$ cat config.mk
export PLATFORM = sky130hd
export DESIGN_NAME = ift_timebase
export DESIGN_NICKNAME = d
export VERILOG_FILES = /design/src/rtl/ift_pkg.sv /design/src/rtl/ift_cfg_reg.sv /design/src/rtl/ift_prescaler.sv /design/src/rtl/ift_event_chan.sv /design/src/rtl/ift_timebase.sv
export SDC_FILE = /design/constraint.sdc
export NUM_CORES = 1
export LEC_CHECK = 0
export BUFFER_PORTS_ARGS = -buffer_cell sky130_fd_sc_hd__buf_4
export CAP_MARGIN = 10
export CORE_UTILIZATION = 40
export DETAILED_ROUTE_END_ITERATION = 8
export GPL_TIMING_DRIVEN = 0
export PLACE_DENSITY = 0.7
export SYNTH_ARGS = -nofsm -noshare
export SYNTH_HDL_FRONTEND = slang
export SYNTH_SLANG_ARGS = --single-unit
export TNS_END_PERCENT = 30
$ cat constraint.sdc
create_clock -name clk -period 5.1 [get_ports clk]
set_input_delay 0 -clock clk [delete_from_list [all_inputs] [get_ports clk]]
set_output_delay 0 -clock clk [all_outputs]
set_load 0.01 [all_outputs]
$ cat src/rtl/ift_pkg.sv
package ift_pkg;

    typedef enum logic [1:0] {
        FSEL_SHORT = 2'b00,
        FSEL_MID   = 2'b01,
        FSEL_LONG  = 2'b10,
        FSEL_RSVD  = 2'b11
    } fsel_e;

    typedef enum logic {
        CH_IDLE = 1'b0,
        CH_HOLD = 1'b1
    } ch_state_e;

    typedef enum logic {
        GATE_PASS  = 1'b0,
        GATE_FRAME = 1'b1
    } gate_e;

endpackage

$ cat src/rtl/ift_cfg_reg.sv
module ift_cfg_reg
    import ift_pkg::*;
(
    input  logic       clk,
    input  logic       rst_n,
    input  logic       we,
    input  logic [1:0] wdata,
    output fsel_e      sel,
    output logic       restart
);

    fsel_e sel_q;
    fsel_e wr_code;

    assign wr_code = fsel_e'(wdata);
    assign restart = we && (wr_code != FSEL_RSVD) && (wr_code != sel_q);
    assign sel     = sel_q;

    always_ff @(posedge clk or negedge rst_n) begin
        if (!rst_n) begin
            sel_q <= FSEL_SHORT;
        end else if (restart) begin
            sel_q <= wr_code;
        end
    end

endmodule

$ cat src/rtl/ift_prescaler.sv
module ift_prescaler
    import ift_pkg::*;
#(
    parameter int PER0 = 8,
    parameter int PER1 = 512,
    parameter int PER2 = 2048
) (
    input  logic  clk,
    input  logic  rst_n,
    input  fsel_e sel,
    input  logic  restart,
    output logic  stb
);

    localparam int PMAX01 = (PER0 > PER1) ? PER0 : PER1;
    localparam int PMAX   = (PMAX01 > PER2) ? PMAX01 : PER2;
    localparam int CW     = (PMAX > 2) ? $clog2(PMAX) : 1;

    logic [CW-1:0] cnt_q;
    logic [CW-1:0] limit;

    always_comb begin
        unique case (sel)
            FSEL_SHORT: limit = CW'(PER0 - 1);
            FSEL_MID:   limit = CW'(PER1 - 1);
            FSEL_LONG:  limit = CW'(PER2 - 1);
            FSEL_RSVD:  limit = CW'(PER0 - 1);
        endcase
    end

    assign stb = (cnt_q == limit);

    always_ff @(posedge clk or negedge rst_n) begin
        if (!rst_n) begin
            cnt_q <= '0;
        end else if (restart || stb) begin
            cnt_q <= '0;
        end else begin
            cnt_q <= cnt_q + 1'b1;
        end
    end

endmodule

$ cat src/rtl/ift_event_chan.sv
module ift_event_chan
    import ift_pkg::*;
(
    input  logic clk,
    input  logic rst_n,
    input  logic evt,
    input  logic stb,
    input  gate_e gate,
    output logic irq,
    output logic hold
);

    ch_state_e state_q;
    ch_state_e state_d;
    logic      release_now;
    logic      irq_d;

    assign release_now = (gate == GATE_PASS) || stb;

    always_ff @(posedge clk or negedge rst_n) begin
        if (!rst_n) begin
            state_q <= CH_IDLE;
        end else begin
            state_q <= state_d;
        end
    end

    always_comb begin
        state_d = state_q;
        unique case (state_q)
            CH_IDLE: if (evt && !release_now) state_d = CH_HOLD;
            CH_HOLD: if (release_now)         state_d = CH_IDLE;
        endcase
    end

    assign irq_d = (evt || (state_q == CH_HOLD)) && release_now;

    always_ff @(posedge clk or negedge rst_n) begin
        if (!rst_n) begin
            irq <= 1'b0;
        end else begin
            irq <= irq_d;
        end
    end

    assign hold = (state_q == CH_HOLD);

endmodule

$ cat src/rtl/ift_timebase.sv
module ift_timebase
    import ift_pkg::*;
#(
    parameter int PER0 = 8,
    parameter int PER1 = 512,
    parameter int PER2 = 2048
) (
    input  logic       clk,
    input  logic       rst_n,
    input  logic       lp_mode,
    input  logic       to_active,
    input  logic       cfg_we,
    input  logic [1:0] cfg_wdata,
    input  logic       tmr_evt,
    input  logic       ext_evt,
    output logic       frame_stb,
    output logic       tmr_irq,
    output logic       ext_irq
);

    localparam int NCH = 2;

    fsel_e          sel;
    logic           restart;
    gate_e          gate;
    logic [NCH-1:0] evt_vec;
    logic [NCH-1:0] irq_vec;
    logic [NCH-1:0] ch_hold;

    assign gate    = (!lp_mode || to_active) ? GATE_PASS : GATE_FRAME;
    assign evt_vec = {ext_evt, tmr_evt};

    ift_cfg_reg u_cfg (
        .clk     (clk),
        .rst_n   (rst_n),
        .we      (cfg_we),
        .wdata   (cfg_wdata),
        .sel     (sel),
        .restart (restart)
    );

    ift_prescaler #(
        .PER0 (PER0),
        .PER1 (PER1),
        .PER2 (PER2)
    ) u_psc (
        .clk     (clk),
        .rst_n   (rst_n),
        .sel     (sel),
        .restart (restart),
        .stb     (frame_stb)
    );

    for (genvar c = 0; c < NCH; c++) begin : g_chan
        ift_event_chan u_chan (
            .clk   (clk),
            .rst_n (rst_n),
            .evt   (evt_vec[c]),
            .stb   (frame_stb),
            .gate  (gate),
            .irq   (irq_vec[c]),
            .hold  (ch_hold[c])
        );
    end

    assign tmr_irq = irq_vec[0];
    assign ext_irq = irq_vec[1];

endmodule

Word level (Yosys, flattened, before mapping)
Cells that the tools add are included.
{ "word_totals": {"regBits": 17, "input_bits": 9, "word_cells": 37} }
{ "classes": {"mux": 7, "reduce_logical": 15, "bitwise": 2, "eq_ne": 6, "add_sub_neg": 1} }
{ "op_table": {"columns": ["operator", "n"], "rows": [
  ["11-bit one-hot mux with 3 select lines", 1],
  ["11-bit by 1-bit adder with 11-bit output, second input constant", 1],
  ["11-bit == test", 1],
  ["11-bit 2-to-1 mux", 1],
  ["1-bit logical AND", 6],
  ["1-bit logical OR", 5],
  ["2-bit == test, second input constant", 2],
  ["1-bit one-hot mux with 2 select lines", 2],
  ["1-bit 2-to-1 mux", 3],
  ["2-bit by 1-bit == test with 1-bit output, second input constant", 1],
  ["1-bit zero test", 2],
  ["2-bit zero test", 1],
  ["2-bit != test", 1],
  ["2-bit != test, second input constant", 1],
  ["1-bit inverter", 2],
  ["2-bit OR reduction", 1]
]} }

Depth between registers and ports, before layout
Gate-level depths: netlist (run 1).
{ "logic_depth": {"ltp_word": 9, "mapped_depth": 7, "ltp_nobuf": 6} }

Modules after synthesis
Synthesis (run 1) repeated with hierarchy kept, for this count alone.
{ "hier_totals": {"cells_unflattened": 86, "area_unflattened_um2": 884.6} }
{ "modules_own_cells": {"columns": ["mod", "cells_each", "seq_area_each_um2", "area_each_um2", "instances"], "rows": [
  ["ift_prescaler", 60, 275.3, 599.3, 1],
  ["ift_event_chan", 6, 50.0, 81.3, 2],
  ["ift_cfg_reg", 13, 50.0, 108.9, 1],
  ["ift_timebase", 1, 0.0, 13.8, 1]
]} }

Least setup slack after synthesis (run 1)
OpenSTA, ideal clock, no wires.
{ "synth_timing": {"path_type": "reg-to-reg", "start": "reg u_cfg.sel_q[0], in the netlist u_cfg.sel[0]", "end": "reg u_psc.cnt_q[10]", "required_time_ps": 4974, "synth_period_minus_slack_ps": 1649, "n_path_buf": 1, "setup_ps": 126, "stages_incl_launch_ff": 7, "arrival_ps": 1523, "path_slack_ps": 3451, "cell_sequence": "dfrtp_1 inv_1 ha_1 or3b_4 a21oi_4 buf_6 nor3_2"} }
{ "synth_between": {"elab_chain_cells": 6, "word_cells_on_any_way": 11, "cone_classes": "5 x eq/ne; 2 x mux; 4 x reduce/logical"} }
{ "synth_lines": {"columns": ["item", "line_no", "text"], "rows": [
  ["from (decl)", "ift_cfg_reg.sv:12", "fsel_e sel_q;"],
  ["from (signal assigned)", "ift_cfg_reg.sv:23", "sel_q <= wr_code;"],
  ["2-bit == test or 2-bit zero test (tied branches)", "ift_prescaler.sv:23", "unique case (sel)"],
  ["2-bit OR reduction (no source line)", null, null],
  ["11-bit one-hot mux with 3 select lines *", "ift_prescaler.sv:23", null],
  ["11-bit == test *", "ift_prescaler.sv:31", "assign stb = (cnt_q == limit);"],
  ["via frame_stb", "ift_timebase.sv:16", "output logic frame_stb,"],
  ["1-bit logical OR *", "ift_prescaler.sv:36", "end else if (restart || stb) begin"],
  ["11-bit 2-to-1 mux *", "ift_prescaler.sv:36", null],
  ["to (signal assigned)", "ift_prescaler.sv:39", "cnt_q <= cnt_q + 1'b1;"],
  ["to (decl)", "ift_prescaler.sv:19", "logic [CW-1:0] cnt_q;"]
]} }
Mark *: on every way through the listed nets, which the timed path passes. The rest lies on a longest branch. The select of a mux whose other input is x is not followed.
A chain may end at the register's enable or synchronous reset.

Final worst setup path (run 1)
{ "layout_timing": {"start": "reg u_cfg.sel_q[0], in the netlist u_cfg.sel[0]", "end": "reg g_chan[0].u_chan.state_q"} }
{ "layout_between": {"elab_chain_cells": 9, "word_cells_on_any_way": 13, "cone_classes": "4 x eq/ne; 4 x mux; 5 x reduce/logical"} }
{ "layout_lines": {"columns": ["item", "line_no", "text"], "rows": [
  ["2-bit == test or 2-bit zero test (tied branches)", "ift_prescaler.sv:23", null],
  ["2-bit OR reduction (no source line)", null, null],
  ["11-bit one-hot mux with 3 select lines *", "ift_prescaler.sv:23", null],
  ["11-bit == test *", "ift_prescaler.sv:31", null],
  ["1-bit logical OR *", "ift_event_chan.sv:18", "assign release_now = (gate == GATE_PASS) || stb;"],
  ["1-bit zero test", "ift_event_chan.sv:31", "CH_IDLE: if (evt && !release_now) state_d = CH_HOLD;"],
  ["1-bit logical AND", "ift_event_chan.sv:31", null],
  ["1-bit 2-to-1 mux", "ift_event_chan.sv:31", null],
  ["1-bit one-hot mux with 2 select lines *", "ift_event_chan.sv:30", "unique case (state_q)"],
  ["via g_chan[0].u_chan.state_d", "ift_event_chan.sv:14", "ch_state_e state_d;"],
  ["to (signal assigned)", "ift_event_chan.sv:24", "state_q <= state_d;"],
  ["to (decl)", "ift_event_chan.sv:13", "ch_state_e state_q;"]
]} }
Marked as above.

==> results.md, run 1 <==
* Run status: completed
* Sort of element at the end of the critical path: flop
* CTS Buf Count at 3
* Non-filler cells, final at 127
* WHS Path Cells at 3
* Mean cell area of the mapped netlist at 11.37 µm²
* Placeable core region at 0.002022 mm²
* Total of buffers placed on input and output ports at 11
* Final cycle utilization of the critical path at 42.26%
* Number of warnings issued by yosys at 0
* Synthesized net count at 89
* Final setup margin at 2945 ps
* Synth top area cells: dfrtp_1, nor3_2, xnor2_1
* Fraction of power consumed by the clock network at 19.9%
* Setup total negative slack at 0 ps
* Max Buffers Root-to-Sink at 2
* Area occupied by registers at 425.4 µm²
* # nets final at 112
* Drt initial violations at 14
* Deepest level of the CTS H-tree at 1
* Slew of the pin with the lowest slew margin at 289.6 ps
* Max Slew Vio Count at 0
* Gate count of the mapped netlist at 78
* Leakage Power at 0.5052 nW
* Endpoint of the worst hold path: g_chan[1].u_chan.hold
* ANT cells at 0
* Synth-to-Final Area Change at 23.98%
* Gr ovfl total at 0
* Sequential share of the synthesized area at 47.95%
* Worst max-slew margin expressed relative to the limit at 80.67%
* Number of placement rows at 16
* Cell type with the largest total area after synthesis: dfrtp_1
* Worst-case clock skew at 4.203 ps
* Cell area after synthesis at 887.1 µm²
* Fill cell count at 185
* Path category of the worst min-delay check: in2reg
* Arrival time reported for the critical path endpoint at 2330 ps
* Design internal power at 0.2428 mW
* Area occupied by multi-input gates at 434.2 µm²
* Worst vdd ir at 265.4 µV
* Hpwl dp at 1135 µm
* R2r endpoint: g_chan[0].u_chan.hold
* Final weighted congestion of routability-driven global placement at 0.8410
* Mean routed wirelength per cell at 12.88 µm
* Cells on worst reg2reg path at 6
* Timing-limited maximum frequency at 0.4639 GHz
* Flops & latches, synth at 17
* DRT Wirelength at 1636 µm
* Switching power summed over all nets at 0.1148 mW
* Vias post-DR at 654
* Wire length of the first global-routing pass at 2911 µm
* Starting density of the core at 43.87%
* Number of primary I/O pins at 12
* Portion of total power attributed to combinational logic at 30.7%
* Worst Setup Path Type: reg2reg
* Via count of the first global-routing pass at 678
* Clock latency of the later-clocked register in the worst-skew pair at 280 ps
* Setup slack, reg-to-reg at 2940 ps
* Share of final-layout standard cells stronger than drive strength 1 at 27.00%
* Final antenna-violating net count at 0
* Library cell used as clock root buffer: clkbuf_4
* Seq pwr share at 49.4%
* RSZ-0062 raised after global routing: no
* Number of DRC violations after detailed routing at 0
* Count of cell types in the netlist at 25
* Area share of the largest cell type after synthesis at 47.95%
* Die area at 0.002410 mm²
* Number of antenna violations at the first check in global routing at 0
* Launch instance of the worst register-to-register path: u_cfg.sel[0]
* DP Worst Slack at 3332 ps
* Via/cell ratio at 5.150
* Clock edge transition at the registers on the reported setup and hold paths at 100 ps
* Maximum number of pins on one net before global-route repair at 18
* Crit path time final at 2155 ps
* CTS tree: done
* Critical path data required time at 5270 ps
* Startpoint of the lowest-slack hold path: lp_mode
* Switching power as a share of total power at 32.10%
* Die extent in x at 49.10 µm
* Number of max-capacitance violations reported at 0
* Number of post-CTS setup repair buffers at 0
* Total power at 0.3576 mW
* Total power divided by cell area at 325.2 mW/mm²
* Gr usage total at 16.29%
* Height of the chip at 49.10 µm
* Final setup viols at 0
* Maximum fanout count along the critical path at 6
* Number of clock sinks seen by CTS at 17
* Detailed-router iteration count before antenna repair at 4
* Number of placed instances, taps included at 116
* Critical path launch point type: flop
* Final Hold Vio Count at 0
[power groups by stage]
stage	combinational, mW	sequential, mW	clock, mW
floorplan	0.0816	0.176	0
global route	0.126	0.181	0.0787
CTS	0.112	0.177	0.0744
finish	0.110	0.177	0.0711
global placement	0.104	0.179	0
detailed placement	0.106	0.180	0
[synth_stat cells (all sizes together)]
master / n
a21oi: 3
and3: 4
buf: 2
dfrtp: 17
ha: 2
inv: 3
mux2: 2
nand2: 2
nand2b: 2
nand3: 4
nand3b: 1
nand4: 1
nor2: 4
nor3: 12
nor3b: 1
nor4: 3
o2111ai: 1
o21a: 1
o32a: 2
or3b: 1
xnor2: 5
xor2: 5
[cell type report]
class                   instances  share of cell area [%]
plain buffers                   2                   1.479
clock buffers                   4                   2.389
inverters                       3                   1.024
multi-input cells              56                   39.48
flip-flops and latches         17                   38.68
well taps                      27                   3.072
repair buffers                 18                   13.88
[how the worst max path moves through the flow]
stage / startpoint / to / slack, ps / cells after the start
final: u_cfg.sel[0] / g_chan[0].u_chan.hold / 2940 / 6
after CTS: u_cfg.sel[0] / g_chan[0].u_chan.hold / 2960 / 6
after global placement: u_cfg.sel[0] / u_psc.cnt_q[0] / 3340 / 6
after global routing: u_cfg.sel[0] / g_chan[0].u_chan.hold / 2820 / 6
after detailed placement: u_cfg.sel[0] / u_psc.cnt_q[4] / 3330 / 6
after floorplan: u_cfg.sel[0] / u_psc.cnt_q[10] / 3450 / 6
[what timing repair did]
action | 4_1_cts | 5_1_grt
resized for setup | 0 | 0
endpoints found under the hold margin | 23 | 0
hold buffers | 7 | 0
[critical path: stages (launching register included)]
cell	delay, ps
dfrtp_1	370
inv_1	70
ha_1	340
or3b_4	400
a21oi_4	230
nor4_1	80
dlygate4sd3_1	560
[through the flow]
| step | cell area, µm² | hold slack (ps) | util, % |
|---|---|---|---|
| after floorplan | 887.1 | -295.6 | - |
| after global placement | 1003 | -128.3 | 49.63 |
| after detailed placement | 1003 | -121.5 | 49.63 |
| after CTS | 1100 | 8.313 | 54.39 |
| after global routing | 1100 | 46.52 | 54.39 |
| final | 1100 | 15.70 | 54.39 |
[state kept, by name, summed over array words and instances, names as in the netlist]
signal,count
g_chan.u_chan.hold,2
g_chan.u_chan.irq,2
u_cfg.sel,2
u_psc.cnt_q,11
[layout by cell type, fill, tap and decap left out, drive strengths merged]
master,n
a21oi,3
and3,4
buf,13
clkbuf,4
dfrtp,17
dlygate4sd3,7
ha,2
inv,3
mux2,2
nand2,2
nand2b,2
nand3,4
nand3b,1
nand4,1
nor2,4
nor3,12
nor3b,1
nor4,3
o2111ai,1
o21a,1
o32a,2
or3b,1
xnor2,5
xor2,5
[cell families (layout without fill, tap and decap cells)]
logic type,after synthesis,count (layout),share of synthesized area [%]
buffers and inverters,5,27,3.102
flip-flops,17,17,47.96
adder cells (fa/ha/maj),2,2,2.820
XOR/XNOR,10,10,9.873
multiplexers,2,2,2.539
AND/OR/NAND/NOR,35,35,26.66
AO/OA/AOI/OAI,7,7,7.053
[routing by layer]
layer	share of wire (%)	vias up	track usage [%]
li1	-	322	-
met1	45	319	21.39
met2	51	11	26.03
met3	2.8	2	3.738
met4	0.79	0	5.882
met5	0	-	0
(Power assumes the default switching activity.)
==> run 2: changes to the inputs <==
- ABC_AREA: not set -> 1
- PLACE_DENSITY: 0.7 -> 0.72
- clock period: 5.1 -> 1.79 ns (I/O delays scaled with it)
==> run 2 against run 1 <==
Net effect: core utilization is 0.25 points higher; non-clock buffer count is 2 lower; sequential cell count stayed put; sequential share of layout area is 0.18 points lower; via count is 14% higher; power grew to 2.6 times the previous value; clock skew is 1.1 ps higher; final cell count is 27% higher; clock-buffer cell count stayed put; largest cell class is now registers; largest power group unchanged.
==> results.md, run 2 <==
* WHS Path Cells at 5 (was 3)
* Clock latency of the later-clocked register in the worst-skew pair at 300 ps (was 280 ps)
* Die area at 0.002410 mm² (unchanged)
* Design internal power at 0.6311 mW (was 0.2428 mW)
* ANT cells at 0 (unchanged)
* Sequential share of the synthesized area at 47.95% (unchanged)
* Worst Setup Path Type: reg2out (was reg2reg)
* Number of DRC violations after detailed routing at 0 (unchanged)
* Number of primary I/O pins at 12 (unchanged)
* Number of warnings issued by yosys at 0 (unchanged)
* Via/cell ratio at 4.615 (was 5.150)
* Cell type with the largest total area after synthesis: dfrtp_1 (unchanged)
* Slew of the pin with the lowest slew margin at 314.4 ps (was 289.6 ps)
* Launch instance of the worst register-to-register path: u_cfg.sel[0] (unchanged)
* Drt initial violations at 7 (was 14)
* Commonest non-fill, non-tap cells in the layout: nor2_1, nand2_1, dfrtp_1 (was dfrtp_1, buf_4, nor3_2)
* Setup slack, reg-to-reg at 200 ps (was 2940 ps)
* Path category of the worst min-delay check: in2reg (unchanged)
* Total power divided by cell area at 834.1 mW/mm² (was 325.2 mW/mm²)
* Met2 usage at 29.00% (was 26.03%)
* Cells on worst reg2reg path at 9 (was 6)
* Share of async-settable or async-resettable flops after synthesis at 100.0% (unchanged)
* Number of clock sinks seen by CTS at 17 (unchanged)
* Flops & latches, synth at 17 (unchanged)
* Gr ovfl total at 0 (unchanged)
* Synthesized net count at 124 (was 89)
* Placeable core region at 0.002022 mm² (unchanged)
* Crit path time final at 1681 ps
* Via count of the first global-routing pass at 742 (was 678)
* EDFF count, synth at 0 (unchanged)
* Clock edge transition at the registers on the reported setup and hold paths at 100 ps (about the same)
* # nets final at 146 (was 112)
* Total of buffers placed on input and output ports at 11 (unchanged)
* CTS Buf Count at 3 (unchanged)
* Worst-case clock skew at 5.290 ps (was 4.203 ps)
* Maximum fanout count along the critical path at 5 (was 6)
* Arrival time reported for the critical path endpoint at 1680 ps (was 2330 ps)
* Sort of element at the end of the critical path: primary output (was flop)
* Final Hold Vio Count at 0 (unchanged)
* Max reg flops at 11 (unchanged)
* Switching power summed over all nets at 0.2904 mW (was 0.1148 mW)
* Cell area after synthesis at 887.1 µm² (unchanged)
* Final weighted congestion of routability-driven global placement at 0.8595 (was 0.8410)
* Total power at 0.9215 mW (was 0.3576 mW)
* Final setup margin at 109.0 ps (was 2945 ps)
* Register with the most flip-flops: u_psc.cnt_q (unchanged)
* Detailed-router iteration count before antenna repair at 2 (was 4)
* Commonest non-fill, non-tap cell in the layout: nor2_1 (was dfrtp_1)
* Final setup viols at 0 (unchanged)
* DP Worst Slack at 248.8 ps (was 3332 ps)
* Library cell used as clock root buffer: clkbuf_4 (unchanged)
* Deepest level of the CTS H-tree at 1 (unchanged)
* Synth-to-Final Area Change at 24.54% (was 23.98%)
* Busiest layer in global routing: met2 (unchanged)
* Portion of total power attributed to combinational logic at 25.3% (was 30.7%)
* Number of antenna violations at the first check in global routing at 0 (unchanged)
* Starting density of the core at 43.87% (unchanged)
* Leakage Power at 0.5629 nW (was 0.5052 nW)
* Leading post-synthesis cells by instance count: nor2_1, nand2_1, dfrtp_1, inv_1, nand3_1 (was dfrtp_1, nor3_2, xnor2_1, xor2_1)
* Fraction of power consumed by the clock network at 23.4% (was 19.9%)
* Area share of the largest cell type after synthesis at 47.95% (unchanged)
* Count of cell types in the netlist at 19 (was 25)
* Die extent in x at 49.10 µm (unchanged)
* GR Util met1 at 18.91% (was 21.39%)
* Final cycle utilization of the critical path at 93.91%
* Timing-limited maximum frequency at 0.5949 GHz
* Post-layout utilization of the core at 54.64% (was 54.39%)
* CTS tree: done (unchanged)
* Critical path launch point type: flop (unchanged)
* Worst max-slew margin expressed relative to the limit at 78.85% (was 80.67%)
* Maximum number of pins on one net before global-route repair at 18 (unchanged)
* DRT Wirelength at 1722 µm (was 1636 µm)
* Gate count of the mapped netlist at 113 (was 78)
* Mean cell area of the mapped netlist at 7.850 µm² (was 11.37 µm²)
* Critical path data required time at 1790 ps (was 5270 ps)
* Hpwl dp at 1177 µm (was 1135 µm)
* Cell with the most instances after synthesis: nor2_1 (was dfrtp_1)
* Number of placement rows at 16 (unchanged)
* Switching power as a share of total power at 31.52% (was 32.10%)
* Height of the chip at 49.10 µm (unchanged)
* Mean routed wirelength per cell at 10.70 µm (was 12.88 µm)
* R2r endpoint: u_psc.cnt_q[8] (was g_chan[0].u_chan.hold)
* Startpoint of the lowest-slack hold path: lp_mode (unchanged)
* Met3 track demand over resource in global routing at 4.361% (was 3.738%)
* Number of max-capacitance violations reported at 0 (unchanged)
* Worst vdd ir at 467.8 µV (was 265.4 µV)
* Gr usage total at 17.24% (was 16.29%)
* Endpoint of the worst hold path: g_chan[1].u_chan.hold (unchanged)
* Run status: completed (unchanged)
* Seq pwr share at 51.3% (was 49.4%)
* Wire length of the first global-routing pass at 3056 µm (was 2911 µm)
* Max Slew Vio Count at 0 (unchanged)
* Most used flip-flop cell after synthesis: dfrtp_1 (unchanged)
* Max Buffers Root-to-Sink at 2 (unchanged)
* Final antenna-violating net count at 0 (unchanged)
* Synth top area cells: dfrtp_1, nor2_1, nand2_1 (was dfrtp_1, nor3_2, xnor2_1)
* Vias post-DR at 743 (was 654)
* Share of final-layout standard cells stronger than drive strength 1 at 17.91% (was 27.00%)
run 2: cell count changes in the layout (fill, tap and decap cells not counted), sizes merged, moves of 2 or more:
cell,delta
xnor2,-2
nand3,+5
o32a,-2
nor2,+23
and3,-4
nand2,+23
inv,+14
nor3,-11
xor2,-2
o21ai,+3
nand2b,-2
nor4,-3
run 2: cell type report:
class	count	area, µm²
fillers	193	917.1
flip-flops and latches	17	425.4
multi-input cells	78	401.6
repair buffers	17	142.6
inverters	17	63.81
well taps	27	33.78
clock buffers	4	26.28
plain buffers	1	11.26
run 2: power by group through the flow:
stage	logic [mW]	registers (mW)	clock network (mW)
after floorplan	0.154	0.473	0
after global placement	0.205	0.476	0
after detailed placement	0.209	0.479	0
after CTS	0.222	0.471	0.220
after global routing	0.277	0.480	0.235
final	0.233	0.472	0.216
run 2: kinds of logic after synthesis:
family | count (synthesis) | share of synthesized area, %
AOI/OAI and AO/OA | 6 | 4.091
xor gates and xnor gates | 6 | 5.925
adders and majority gates | 2 | 2.820
buffers and inverters | 18 | 8.462
DFF | 17 | 47.96
muxes | 1 | 1.269
and+or+nand+nor | 63 | 29.48
run 2: worst max path at each step:
stage | to | from | cells after the start | slack [ps]
4_1_cts | frame_stb | u_cfg.sel[0] | 9 | 120
6_report | frame_stb | u_cfg.sel[0] | 8 | 110
3_3_place_gp | u_psc.cnt_q[8] | u_cfg.sel[0] | 10 | 260
2_1_floorplan | u_psc.cnt_q[2] | u_cfg.sel[0] | 10 | 400
5_1_grt | frame_stb | u_cfg.sel[0] | 8 | -50
3_5_place_dp | u_psc.cnt_q[8] | u_cfg.sel[0] | 10 | 250
run 2: layer usage:
layer  vias to the layer above  wire length (µm)
met5                         -                 0
met1                       341               791
met4                         0                56
li1                        387                 -
met2                         8               829
met3                         7                45
run 2: worst max-delay path, cell delays in order (launching register included):
cell	delay (ps)
dfrtp_1	390
inv_1	90
ha_4	160
o21ai_0	210
nand2_1	130
nor2_2	120
nand2_2	100
inv_1	60
buf_4	110
run 2: what timing repair did:
action                                  in CTS  in global routing
gates resized for setup                      0                  2
hold buffers                                 6                  0
endpoints found under the hold margin       23                  0
setup buffers                                0                  0
endpoints found under the setup margin       0                  1
run 2: metrics by stage:
step / setup TNS, ps / instances / hold WS [ps] / instance area [µm²]
4_1_cts: 0 / 161 / 30.82 / 1090
3_3_place_gp: 0 / 151 / -125.6 / 1003
6_report: 0 / 161 / 33.92 / 1105
2_1_floorplan: 0 / 113 / -295.6 / 887.1
5_1_grt: -52.59 / 161 / 108.4 / 1105
3_5_place_dp: 0 / 151 / -122.9 / 1003
